### src/rtl/aud_clk_pkg.sv
package aud_clk_pkg;

    // Default divider geometry. The modules take these through parameters.
    localparam int unsigned BCLK_DIV_LO_DEF  = 2;
    localparam int unsigned BCLK_DIV_HI_DEF  = 4;
    localparam int unsigned FRAME_BASE_DEF   = 32;
    localparam int unsigned FRAME_CODES_DEF  = 3;
    localparam int unsigned FSEL_W_DEF       = 3;

    // Half-frame length in bit clocks for a legal code.
    function automatic int unsigned half_frame_len(int unsigned base, int unsigned code);
        return (base / 2) << code;
    endfunction

endpackage

### src/rtl/aud_bclk_gen.sv
module aud_bclk_gen #(
    parameter int unsigned DIV_LO = 2,
    parameter int unsigned DIV_HI = 4,
    parameter int unsigned CNT_W  = $clog2(DIV_HI / 2) + 1
) (
    input  logic clk,
    input  logic rst_n,
    input  logic en,
    input  logic sel,
    output logic bclk_o,
    output logic fall_stb_o
);
    localparam logic [CNT_W-1:0] LAST_LO = CNT_W'(DIV_LO / 2 - 1);
    localparam logic [CNT_W-1:0] LAST_HI = CNT_W'(DIV_HI / 2 - 1);

    typedef struct packed {
        logic [CNT_W-1:0] cnt;
        logic             bclk;
    } bstate_t;

    bstate_t st_d, st_q;
    logic    last;

    always_comb begin
        st_d = st_q;
        last = (st_q.cnt >= (sel ? LAST_HI : LAST_LO));
        if (!en) begin
            st_d.cnt  = '0;
            st_d.bclk = 1'b0;
        end else if (last) begin
            st_d.cnt  = '0;
            st_d.bclk = ~st_q.bclk;
        end else begin
            st_d.cnt  = st_q.cnt + 1'b1;
        end
    end

    always_ff @(posedge clk or negedge rst_n) begin
        if (!rst_n) st_q <= '0;
        else        st_q <= st_d;
    end

    assign bclk_o     = st_q.bclk;
    // High in the cycle whose closing edge drives the bit clock low.
    assign fall_stb_o = en && last && st_q.bclk;

endmodule

### src/rtl/aud_lr_gen.sv
module aud_lr_gen
    import aud_clk_pkg::*;
#(
    parameter int unsigned FSEL_W      = 3,
    parameter int unsigned FRAME_BASE  = 32,
    parameter int unsigned FRAME_CODES = 3,
    parameter int unsigned CNT_W       = $clog2(half_frame_len(FRAME_BASE, FRAME_CODES - 1))
) (
    input  logic              clk,
    input  logic              rst_n,
    input  logic              en,
    input  logic              fall_stb,
    input  logic [FSEL_W-1:0] fsel,
    output logic              lrclk_o,
    output logic              err_o
);
    typedef struct packed {
        logic [CNT_W-1:0] cnt;
        logic             lr;
        logic             err;
    } lstate_t;

    lstate_t          st_d, st_q;
    logic             legal;
    logic [CNT_W-1:0] term;

    always_comb begin
        legal = 1'b0;
        term  = '0;
        for (int i = 0; i < FRAME_CODES; i++) begin
            if (fsel == FSEL_W'(i)) begin
                legal = 1'b1;
                term  = CNT_W'(half_frame_len(FRAME_BASE, i) - 1);
            end
        end
    end

    always_comb begin
        st_d     = st_q;
        st_d.err = ~legal;
        if (!en || !legal) begin
            st_d.cnt = '0;
            st_d.lr  = 1'b0;
        end else if (fall_stb) begin
            if (st_q.cnt >= term) begin
                st_d.cnt = '0;
                st_d.lr  = ~st_q.lr;
            end else begin
                st_d.cnt = st_q.cnt + 1'b1;
            end
        end
    end

    always_ff @(posedge clk or negedge rst_n) begin
        if (!rst_n) st_q <= '0;
        else        st_q <= st_d;
    end

    assign lrclk_o = st_q.lr;
    assign err_o   = st_q.err;

endmodule

### src/rtl/aud_sclk_chain.sv
module aud_sclk_chain
    import aud_clk_pkg::*;
#(
    parameter int unsigned BCLK_DIV_LO = BCLK_DIV_LO_DEF,
    parameter int unsigned BCLK_DIV_HI = BCLK_DIV_HI_DEF,
    parameter int unsigned FRAME_BASE  = FRAME_BASE_DEF,
    parameter int unsigned FRAME_CODES = FRAME_CODES_DEF,
    parameter int unsigned FSEL_W      = FSEL_W_DEF
) (
    input  logic              mclk,
    input  logic              rst_n,
    input  logic              enable,
    input  logic              bclk_div_sel,
    input  logic [FSEL_W-1:0] frame_sel,
    output logic              bclk_o,
    output logic              lrclk_o,
    output logic              frame_sel_err_o
);
    localparam int unsigned BCNT_W = $clog2(BCLK_DIV_HI / 2) + 1;
    localparam int unsigned FCNT_W = $clog2(half_frame_len(FRAME_BASE, FRAME_CODES - 1));

    logic bclk_fall;

    aud_bclk_gen #(
        .DIV_LO (BCLK_DIV_LO),
        .DIV_HI (BCLK_DIV_HI),
        .CNT_W  (BCNT_W)
    ) u_bclk (
        .clk        (mclk),
        .rst_n      (rst_n),
        .en         (enable),
        .sel        (bclk_div_sel),
        .bclk_o     (bclk_o),
        .fall_stb_o (bclk_fall)
    );

    aud_lr_gen #(
        .FSEL_W      (FSEL_W),
        .FRAME_BASE  (FRAME_BASE),
        .FRAME_CODES (FRAME_CODES),
        .CNT_W       (FCNT_W)
    ) u_lr (
        .clk      (mclk),
        .rst_n    (rst_n),
        .en       (enable),
        .fall_stb (bclk_fall),
        .fsel     (frame_sel),
        .lrclk_o  (lrclk_o),
        .err_o    (frame_sel_err_o)
    );

endmodule

### config.mk
export PLATFORM = sky130hd
export DESIGN_NAME = aud_sclk_chain
export DESIGN_NICKNAME = d
export VERILOG_FILES = /design/src/rtl/aud_clk_pkg.sv /design/src/rtl/aud_bclk_gen.sv /design/src/rtl/aud_lr_gen.sv /design/src/rtl/aud_sclk_chain.sv
export SDC_FILE = /design/constraint.sdc
export NUM_CORES = 1
export LEC_CHECK = 0
export BUFFER_PORTS_ARGS = -buffer_cell sky130_fd_sc_hd__buf_2
export CAP_MARGIN = 25
export CORE_MARGIN = 2
export CORE_UTILIZATION = 50
export CTS_CLUSTER_SIZE = 28
export DETAILED_ROUTE_END_ITERATION = 10
export PLACE_DENSITY = 0.71
export SYNTH_ARGS = -nofsm -noshare
export SYNTH_HDL_FRONTEND = slang
export SYNTH_SLANG_ARGS = --single-unit
### constraint.sdc
create_clock -name mclk -period 2.2 [get_ports mclk]
set_input_delay 0.11 -clock mclk [delete_from_list [all_inputs] [get_ports mclk]]
set_output_delay 0.11 -clock mclk [all_outputs]
set_load 0.01 [all_outputs]
# After elaboration in Yosys (flattened, before gate mapping)
# Cells that the tools add are included.
# op_classes
addsub	2
order_cmp	2
eq_ne	3
mux	14
n_bitwise	3
reduce_logical	9
# ops
cell	count
$mux W7	2
$mux W6	2
$add A6 B1 Y6 const B	1
$ge A6 B6 Y1	1
$mux W1	6
$mux W5	1
$mux W4	1
$reduce_bool A2 Y1	2
$eq A3 B1 Y1 const B	1
$eq A3 B2 Y1 const B	1
$logic_not A3 Y1	1
$mux W3	1
$not A1 Y1	3
$add A2 B1 Y2 const B	1
$ge A2 B2 Y1	1
$logic_and A1 B1 Y1	2
$logic_not A1 Y1	2
$mux W2	1
$ne A2 B1 Y1 const B	1
$reduce_and A2 Y1	1
$logic_or A1 B1 Y1	1
# word_totals
register_bits	11
out_inout_bits	3

# Logic depth before layout (Yosys ltp)
# Gate-level depths: netlist of the first run.
# depth
word_depth	8
ltp_mapped	8

# Modules after synthesis
# From an unflattened synthesis of the first run, not the netlist that was laid out.
# unflattened
hier_cells	77
hier_area_um2	734.5
# by_module_without_submodules
mod	instances	cells_per_inst	area_per_inst_um2	seq_area_each_um2
aud_lr_gen	1	65	588.1	200.2
aud_bclk_gen	1	12	146.4	75.1

# Worst setup path after synthesis of the first run
# OpenSTA, ideal clock, no wires.
# synth_timing
path_type	register -> register
from	reg u_lr.st_q[2] in the netlist's numbering
to	reg u_lr.st_q[2] in the netlist's numbering
setup_time_ns	0.064
arrival_ns	1.571
required_ns	2.136
setup_slack_ns	0.565
path_stages_with_launch	8
n_path_buf	0
synth_period_minus_slack_ns	1.635
path_cell_list	dfrtp_1 inv_1 ha_1 nand2b_4 a211oi_2 o21ai_2 nor3_4 mux2_4
# synth_via
elab_chain_len	4
elab_cells_between_ends	5
classes_between	1 x add/sub; 1 x order compare; 3 x mux
# synth_rtl
element	line_no	text
start: declaration	aud_lr_gen.sv:23	lstate_t st_d, st_q;
start signal: assignment	aud_lr_gen.sv:56	else st_q <= st_d;
$add A6 B1 Y6 / $ge A6 B6 Y1 (equally long branches)	aud_lr_gen.sv:49, aud_lr_gen.sv:45	
$mux W6 *	aud_lr_gen.sv:45	if (st_q.cnt >= term) begin
$mux W7 *	aud_lr_gen.sv:44	end else if (fall_stb) begin
$mux W7 *	aud_lr_gen.sv:41	if (!en || !legal) begin
# Every way passes the cells marked *; elsewhere a longest branch is shown, timed or not. The select of a mux whose other input is x is not followed.
# A chain may end at the register's enable or synchronous reset.

# Worst setup path in the final report of the first run
# layout_timing
from	reg u_lr.st_q[2] in the netlist's numbering
to	reg u_lr.st_q[7] in the netlist's numbering
# The elaborated chain is that of the path after synthesis.

==> summary.txt, run 1 <==
Detailed routing
  • Routed Antenna Nets: 0
  • Vias: about 500
  • DRC Markers: 0
  • Initial DRC Count: 16
  • DR WL/cell: about 14 um
  • Router iterations before antenna repair: 4
  • Overall routed net length: 1280 um
  • Vias per Instance: 5.39

Cells and area
  • Most frequent cells in the layout: dfrtp_1 (11), buf_2 (9), ha_1 (8)
  • # fillers: 109
  • Diode count: 0
  • Syn-to-layout area delta: 13.8%
  • NumNets Final: 94
  • Share of cells above drive strength 1: 26.9%
  • Non-Filler Instances: 93
  • Post-route cell area: 827 um^2
  • Utilization after layout: 62.0%
  • Most common cell after layout, fill and taps aside: dfrtp_1

Setup path
  • Crit. End Element: flop
  • Start of the worst register-to-register path: u_lr.st_q[2]
  • Slowest stage delay, CP: 0.38 ns
  • WP data required: 2.40 ns
  • Buf/Inv on CP: 1
  • Worst EP arrival: 2.02 ns
  • Reg2Reg Setup Slack: 0.38 ns
  • Family with the most delay on the worst path: compound AO/OA/AOI/OAI gates
  • Cells along the critical path: inv_1 > ha_1 > nand2b_4 > a211oi_2 > o21ai_2 > nor3_4 > a22o_1
  • R2R Path End: u_lr.st_q[7]
  • Worst path depth: 7
  • Critical path class: reg2reg
  • Slowest-stage cell, CP: dfrtp_1
  • Crit path launch type: flop
  • Max FO, Critical Path: 6
  • Worst Reg2Reg Path Length in Cells: 7

Place
  • GP Congestion: about 0.87
  • Placed inst area: 791 um^2
  • Half-perimeter wire length after placement: 999 um
  • IO Port Bufs: 9
  • Placed Cells: a little under 90

CTS
  • CTS sink count: 11
  • Clock Pin Slew Worst Setup and Hold Paths: 0.07 ns
  • # H-tree levels: 1
  • Longest Clk Path Bufs: 2
  • Clk root buf: clkbuf_4
  • CTS tree: done
  • Worst-Skew Late Latency: 0.27 ns
  • Post-CTS sizing: 0
  • # Post-CTS Setup Buffers: 0
  • Cts bufs inserted: 3

Floorplanning
  • Die X: 42.1 um
  • Initial Util: 54.5%
  • Core box area: 0.00133 mm^2
  • Die Footprint: between 0.0015 and 0.002 mm^2
  • Core Rows: 13
  • # IOs: 10
  • Die Y-Extent: 42.1 um

STA
  • Clock skew: roughly 0.0096 ns
  • Period utilization: 82.9%
  • Hold Vio Cnt, Final: 0
  • Setup TNS: 0 ns
  • Fmax: 0.549 GHz
  • Unrepaired setup endpoints after global routing: false
  • Final setup viols: 0
  • Hold Slack: between 0.1 and 0.15 ns
  • Slew margin rel.: 75.3%
  • Period minus WS final: approximately 1.8 ns
  • Max Transition Viols Final: 0
  • Worst-Margin Slew: 0.370 ns

Status
  • Status: complete, no violations

Synthesis
  • Mapped Area: 727 um^2
  • Top-area cell type share of the netlist area: 37.9%
  • Net Count, Synth: 79
  • Number of synthesis warnings: 0
  • Register area share after synthesis: 37.9%
  • Post-Syn Instances: between 60 and 70
  • Cell taking the most area after synthesis: dfrtp_1
  • Register bit total from synthesis: 11
  • Unique masters post-synth: 28
  • Main area contributors after synthesis: dfrtp_1 (38%), ha_1 (14%), a22o_1 (6.0%), a21oi_4 (4.5%), o31ai_1 (4.1%)
  • Syn Area/Cell: 11.4 um^2

Global route
  • Largest net degree at the start of global routing: 12
  • Gr usage total: between 10% and 20%
  • Initial antenna violation count: 0
  • Total grt overflow: 0
  • Vias in the first global route: 519
  • First-pass GRT wire length: 2250 um

Hold path
  • Hold depth: 3
  • Hold Path End: u_lr.lrclk_o
  • Hold path startpoint: enable
  • Min-Delay Path Class: in2reg

Power and ir drop
  • Peak supply drop: 398 uV
  • P per Cell Area: roughly 540 mW/mm^2
  • Leakage: 0.430 nW

Flow run
  • Max-Cap Viols: 0
-- sequential cells by signal, summed over array words and instances, names as in the netlist --
| signal | count |
|---|---|
| u_bclk.st_q | 2 |
| u_lr.err_o | 1 |
| u_lr.st_q | 6 |
| u_lr.lrclk_o | 1 |
| u_bclk.bclk_o | 1 |
-- worst reg2reg max path: stages (launching register included) --
cell,delay [ns]
dfrtp_1,0.38
inv_1,0.09
ha_1,0.29
nand2b_4,0.14
a211oi_2,0.23
o21ai_2,0.15
nor3_4,0.29
a22o_1,0.19
-- through the flow --
stage,setup WS (ns),power [mW]
6_report,0.377,0.443
5_1_grt,0.253,0.470
4_1_cts,0.370,0.451
3_5_place_dp,0.324,0.310
3_3_place_gp,0.383,0.308
2_1_floorplan,0.565,0.282
-- synthesized netlist by cell type --
cell type	instances
xnor2_1	1
mux2i_1	1
xor2_1	1
o2111ai_1	1
a22o_1	5
inv_1	3
a21o_1	2
nand2b_4	1
and3_1	3
nand2_4	1
nand3_1	2
mux2_4	1
or2_1	1
o21ai_2	1
inv_2	1
ha_1	8
nor3_4	1
nand2b_1	1
dfrtp_1	11
a21oi_4	2
o31ai_1	4
a21oi_1	1
nor2_1	2
a211oi_2	1
or3b_1	1
nor2b_1	4
nand2_1	1
nor3_1	2
-- report_power, final --
group	leakage (nW)	internal [mW]	switching, mW	total [mW]
Clock	0.0150	0.0701	0.0659	0.136
Combinational	0.267	0.0399	0.0497	0.0896
Sequential	0.148	0.209	0.00819	0.218
Total	0.430	0.319	0.124	0.443
-- cells by family after synthesis --
| group | synth area share [%] |
|---|---|
| and+or+nand+nor | 18.9 |
| muxes | 3.44 |
| adders and majority gates | 13.8 |
| buffers and inverters | 2.06 |
| xor gates and xnor gates | 2.41 |
| AOI/OAI and AO/OA | 21.5 |
| DFF | 37.9 |
-- layout make-up --
| class | count | area [um^2] | area share, % |
|---|---|---|---|
| Sequential cell | 11 | 275 | 33.3 |
| Tap cell | 15 | 18.8 | 2.27 |
| Clock buffer | 4 | 26.3 | 3.18 |
| Multi-Input combinational cell | 49 | 437 | 52.8 |
| Inverter | 4 | 15.0 | 1.82 |
| Timing Repair Buffer | 10 | 55.1 | 6.66 |
-- per-layer routing --
layer | track usage (%) | part of all wire (%)
met5 | 0 | 0
met4 | 5.63 | 0
met3 | 5.17 | 4.2
met2 | 23.4 | 44
met1 | 24.9 | 52
-- worst max-delay path by stage --
| stage | startpoint | endpoint |
|---|---|---|
| 2_1_floorplan | u_lr.st_q[2] | u_lr.st_q[2] |
| 3_3_place_gp | frame_sel[2] | u_lr.st_q[2] |
| 3_5_place_dp | frame_sel[1] | u_lr.st_q[7] |
| 4_1_cts | u_lr.st_q[2] | u_lr.st_q[7] |
| 5_1_grt | u_lr.st_q[2] | u_lr.st_q[7] |
| 6_report | u_lr.st_q[2] | u_lr.st_q[7] |
-- timing repair --
action,CTS,global route
endpoints found under the setup margin,0,0
endpoints found under the hold margin,11,0
hold buffers,1,0
Note: power is estimated with default switching activity, not from simulation.
==> inputs of run 2 (changes only) <==
clock period = 1.73 ns   (was 2.2 ns; I/O delays follow)
==> summary.txt, run 2 (synthesis results as in run 1) <==
Status
  • Status: complete, no violations

Global route
  • Initial antenna violation count: 0
  • Vias in the first global route: a little under 500
  • Gr usage total: 15.5%
  • Total grt overflow: 0
  • Largest net degree at the start of global routing: 12
  • First-pass GRT wire length: 2070 um

Setup path
  • WP data required: 1.93 ns
  • Start of the worst register-to-register path: u_lr.st_q[6]
  • Worst Reg2Reg Path Length in Cells: 6
  • Max FO, Critical Path: 6
  • Buf/Inv on CP: 0
  • Critical path launch point: u_lr.st_q[6]
  • Crit path launch type: flop
  • Family with the most delay on the worst path: compound AO/OA/AOI/OAI gates
  • Crit. End Element: flop
  • Worst EP arrival: between 1.5 and 2 ns
  • Cells along the critical path: ha_1 > a21o_1 > a21oi_2 > o21ai_4 > o31ai_1 > a22o_1
  • Critical path class: reg2reg
  • Slowest stage delay, CP: between 0.3 and 0.4 ns
  • R2R Path End: u_lr.st_q[6]
  • Reg2Reg Setup Slack: about 0.065 ns
  • Slowest-stage cell, CP: dfrtp_1

Place
  • GP Congestion: around 0.8
  • Half-perimeter wire length after placement: 996 um
  • IO Port Bufs: 9
  • Dpl ws: -0.0867 ns

CTS
  • Worst-Skew Late Latency: 0.27 ns
  • Clock Pin Slew Worst Setup and Hold Paths: roughly 0.070 ns
  • # H-tree levels: 1
  • Clk root buf: clkbuf_4
  • CTS sink count: 11
  • CTS tree: done
  • Cts bufs inserted: 3
  • Longest Clk Path Bufs: 2

Cells and area
  • Max reg flops: 6
  • Diode count: 0
  • Register bank with the most flops: u_lr.st_q
  • Syn-to-layout area delta: 27.9%
  • Area of the multi-input gates: 479 um^2
  • FF/Latch Area: 275 um^2
  • Utilization after layout: 69.7%
  • # fillers: 103
  • Most frequent cells in the layout: dfrtp_1 (11), buf_2 (9), buf_4 (8)
  • Share of cells above drive strength 1: roughly two fifths
  • Largest registers: u_lr.st_q (6), u_bclk.st_q (2)
  • Most common cell after layout, fill and taps aside: dfrtp_1
  • NumNets Final: 102

Hold path
  • Hold Path End: u_lr.lrclk_o
  • Hold depth: 3
  • Min-Delay Path Class: in2reg
  • Hold path startpoint: enable

STA
  • Slew margin rel.: between 80% and 90%
  • Period minus WS final: roughly 1.7 ns
  • Final setup viols: 0
  • Period utilization: 96.2%
  • Fin worst setup slack: 0.0653 ns
  • Setup TNS: 0 ns
  • Worst-Margin Slew: ~0.25 ns
  • Max Transition Viols Final: 0
  • Clock skew: ~0.012 ns
  • Unrepaired setup endpoints after global routing: true
  • Hold Vio Cnt, Final: 0
  • Fmax: 0.601 GHz
  • Hold Slack: between 0.1 and 0.15 ns

Detailed routing
  • Routed Antenna Nets: 0
  • Vias: around 520
  • Vias per Instance: approximately 5.2
  • Router iterations before antenna repair: 3
  • Overall routed net length: between 1000 and 1500 um
  • Initial DRC Count: 8
  • DR WL/cell: 12.7 um
  • DRC Markers: 0

Floorplanning
  • Die X: between 40 and 50 um
  • Die Footprint: 0.00177 mm^2
  • Core box area: 0.00133 mm^2
  • Initial Util: 54.5%
  • Core Rows: 13
  • # IOs: 10
  • Die Y-Extent: 42.1 um

Power and ir drop
  • P per Cell Area: 636 mW/mm^2
  • Peak supply drop: 458 uV
  • Leakage: approximately 0.48 nW

Flow run
  • Max-Cap Viols: 0
run 2: cell count changes in the layout (fill, tap and decap cells not counted), sizes merged:
cell | before | now
buf | 9 | 17
run 2: where the power goes:
part           total [mW]  switching [mW]  internal, mW
Sequential          0.276         0.00989         0.266
Combinational       0.147          0.0728        0.0744
Clock               0.168          0.0787        0.0889
run 2: layout make-up:
cell class                 instances  share of cell area [%]
multi-input combinational         49                    51.5
tap                               15                    2.02
clock buffer                       4                    2.83
sequential                        11                    29.6
timing repair buffer              18                    12.4
inverter                           4                    1.62
run 2: repair_timing:
action                     in CTS  in global routing
hold endpoints to repair       11                  0
gates resized for setup         0                  7
setup endpoints to repair       6                  6
hold buffers                    1                  0
setup buffers                   0                  1
pin swaps                       3                  2
run 2: stage by stage:
| step | total power, mW | cell area [um^2] | cells |
|---|---|---|---|
| floorplan | 0.359 | 727 | 64 |
| global placement | 0.407 | 851 | 96 |
| finish | 0.591 | 930 | 101 |
| global route | 0.629 | 930 | 101 |
| detailed placement | 0.410 | 851 | 96 |
| CTS | 0.580 | 880 | 100 |
run 2: worst max-delay path by stage:
stage / end / depth (start not counted)
5_1_grt: u_lr.st_q[7] / 6
6_report: u_lr.st_q[6] / 6
4_1_cts: u_lr.st_q[2] / 6
3_5_place_dp: u_lr.st_q[2] / 10
2_1_floorplan: u_lr.st_q[2] / 7
3_3_place_gp: u_lr.st_q[6] / 10
run 2: routing by layer:
layer,vias up,global-route usage [%],wire length (um)
met5,-,0,0
met4,0,3.75,0
met3,0,3.88,50
met2,8,24.1,597
met1,237,21.7,632
li1,279,-,-
run 2: worst reg2reg max path, cell delays in order (launching register included):
cell and delay, ns:
dfrtp_1 0.39, ha_1 0.31, a21o_1 0.20, a21oi_2 0.18, o21ai_4 0.11, o31ai_1 0.26, a22o_1 0.16
==> inputs of run 3 (changes only) <==
BUFFER_PORTS_ARGS = not set   (was -buffer_cell sky130_fd_sc_hd__buf_2)
DONT_BUFFER_PORTS = 1   (was not set)
PLACE_DENSITY = not set   (was 0.71)
==> summary.txt, run 3 (synthesis results as in run 1) <==
Global route
  • Total grt overflow: 0
  • Vias in the first global route: 543
  • First-pass GRT wire length: 2330 um
  • Initial antenna violation count: 0
  • Gr usage total: between 10% and 20%
  • Largest net degree at the start of global routing: 12

Place
  • Placed Cells: 85
  • Dpl ws: -0.0231 ns
  • Placed inst area: 791 um^2
  • GP Congestion: 0.795
  • Half-perimeter wire length after placement: 1020 um
  • IO Port Bufs: 0

Detailed routing
  • DR WL/cell: 16.3 um
  • Initial DRC Count: 9
  • Routed Antenna Nets: 0
  • Vias per Instance: 5.79
  • Vias: between 500 and 600
  • DRC Markers: 0
  • Overall routed net length: 1570 um
  • Router iterations before antenna repair: 5

Cells and area
  • Post-route cell area: around 950 um^2
  • # fillers: 100
  • Syn-to-layout area delta: 31.0%
  • Share of cells above drive strength 1: 35.8%
  • Utilization after layout: 71.4%
  • Register bank with the most flops: u_lr.st_q
  • Most common cell after layout, fill and taps aside: dfrtp_1
  • NumNets Final: 97
  • Largest registers: u_lr.st_q (6), u_bclk.st_q (2)
  • Non-Filler Instances: 96
  • Max reg flops: 6
  • Diode count: 0
  • Most frequent cells in the layout: dfrtp_1 (11), buf_4 (10), a22o_1 (5)

Floorplanning
  • Die X: ~42 um
  • Die Y-Extent: 42.1 um
  • Core Rows: 13
  • Initial Util: a little over half
  • Die Footprint: 0.00177 mm^2
  • Core box area: 0.00133 mm^2
  • # IOs: 10

STA
  • Period minus WS final: roughly 1.7 ns
  • Slew margin rel.: 65.9%
  • Final setup viols: 0
  • Hold Slack: 0.127 ns
  • Clock skew: 0.00543 ns
  • Max Transition Viols Final: 0
  • Unrepaired setup endpoints after global routing: true
  • Fmax: slightly below 0.6 GHz
  • Worst-Margin Slew: 0.510 ns
  • Fin worst setup slack: approximately 0.02 ns
  • Hold Vio Cnt, Final: 0
  • Period utilization: 98.9%
  • Setup TNS: 0 ns

CTS
  • Clock Pin Slew Worst Setup and Hold Paths: roughly 0.07 ns
  • Worst-Skew Late Latency: 0.27 ns
  • CTS tree: done
  • Clk root buf: clkbuf_4
  • Cts bufs inserted: 3
  • # H-tree levels: 1
  • CTS sink count: 11
  • Longest Clk Path Bufs: 2

Power and ir drop
  • Peak supply drop: 396 uV
  • Total power: 596 uW
  • P per Cell Area: 626 mW/mm^2
  • Leakage: ~0.45 nW

Setup path
  • Critical path class: reg2reg
  • Slowest-stage cell, CP: dfrtp_1
  • Family with the most delay on the worst path: flip-flops
  • Cells along the critical path: ha_4 > o2111ai_2 > o21ai_4 > buf_4 > nand3_1 > mux2i_1
  • Crit. End Element: flop
  • Crit path launch type: flop
  • Max FO, Critical Path: 6
  • Worst EP arrival: 1.87 ns
  • Buf/Inv on CP: 1
  • Slowest stage delay, CP: 0.46 ns
  • WP data required: 1.89 ns

Flow run
  • Max-Cap Viols: 0

Status
  • Status: complete, no violations

Hold path
  • Min-Delay Path Class: in2reg
[run 3: changes by cell type in the layout (fill, tap and decap cells not counted), sizes merged]
cell	change
buf	-7
dlygate4sd3	+2
[run 3: final timing paths]
kind	startpoint	endpoint	slack (ns)	depth (start not counted)
min	enable	u_lr.lrclk_o	0.13	3
min in group asynchronous	rst_n	u_lr.lrclk_o	0.22	1
min reg2reg	u_bclk.st_q[1]	u_bclk.st_q[1]	0.43	1
max	u_lr.st_q[5]	u_lr.lrclk_o	0.02	6
max reg2reg	u_lr.st_q[5]	u_lr.lrclk_o	0.02	6
max in group asynchronous	rst_n	u_bclk.st_q[1]	1.17	1
[run 3: worst register-to-register path, delay by kind of cell, from the launching register on]
family,cells,cell delay (ns)
buffers and inverters,1,0.16
AOI/OAI and AO/OA,2,0.43
muxes,1,0.15
DFF,1,0.46
adders and majority gates,1,0.30
and+or+nand+nor,1,0.10
[run 3: power by group]
part | internal (mW) | total [mW] | switching (mW)
clock | 0.0893 | 0.177 | 0.0876
combinational | 0.0715 | 0.139 | 0.0674
sequential | 0.266 | 0.280 | 0.0136
[run 3: what timing repair did]
item	CTS	global route
hold endpoints to repair	16	0
hold buffers	3	0
endpoints found under the setup margin	6	7
buffers inserted	2	2
pin swaps	7	7
resized for setup	6	3
[run 3: final cells by class]
type	count	area (um^2)	area share [%]
repair buffers	13	105	11.0
multi-input cells	49	512	53.7
inverters	4	15.0	1.58
flip-flops and latches	11	275	28.9
clock buffers	4	26.3	2.76
well taps	15	18.8	1.97
[run 3: layer usage]
layer  wire length [um]  vias to the layer above  GRT usage (%)
met3                 71                        6           4.74
met2                718                       21           25.3
met4                 40                        0           13.1
met5                  0                        -              0
li1                   -                      273              -
met1                735                      256           23.6
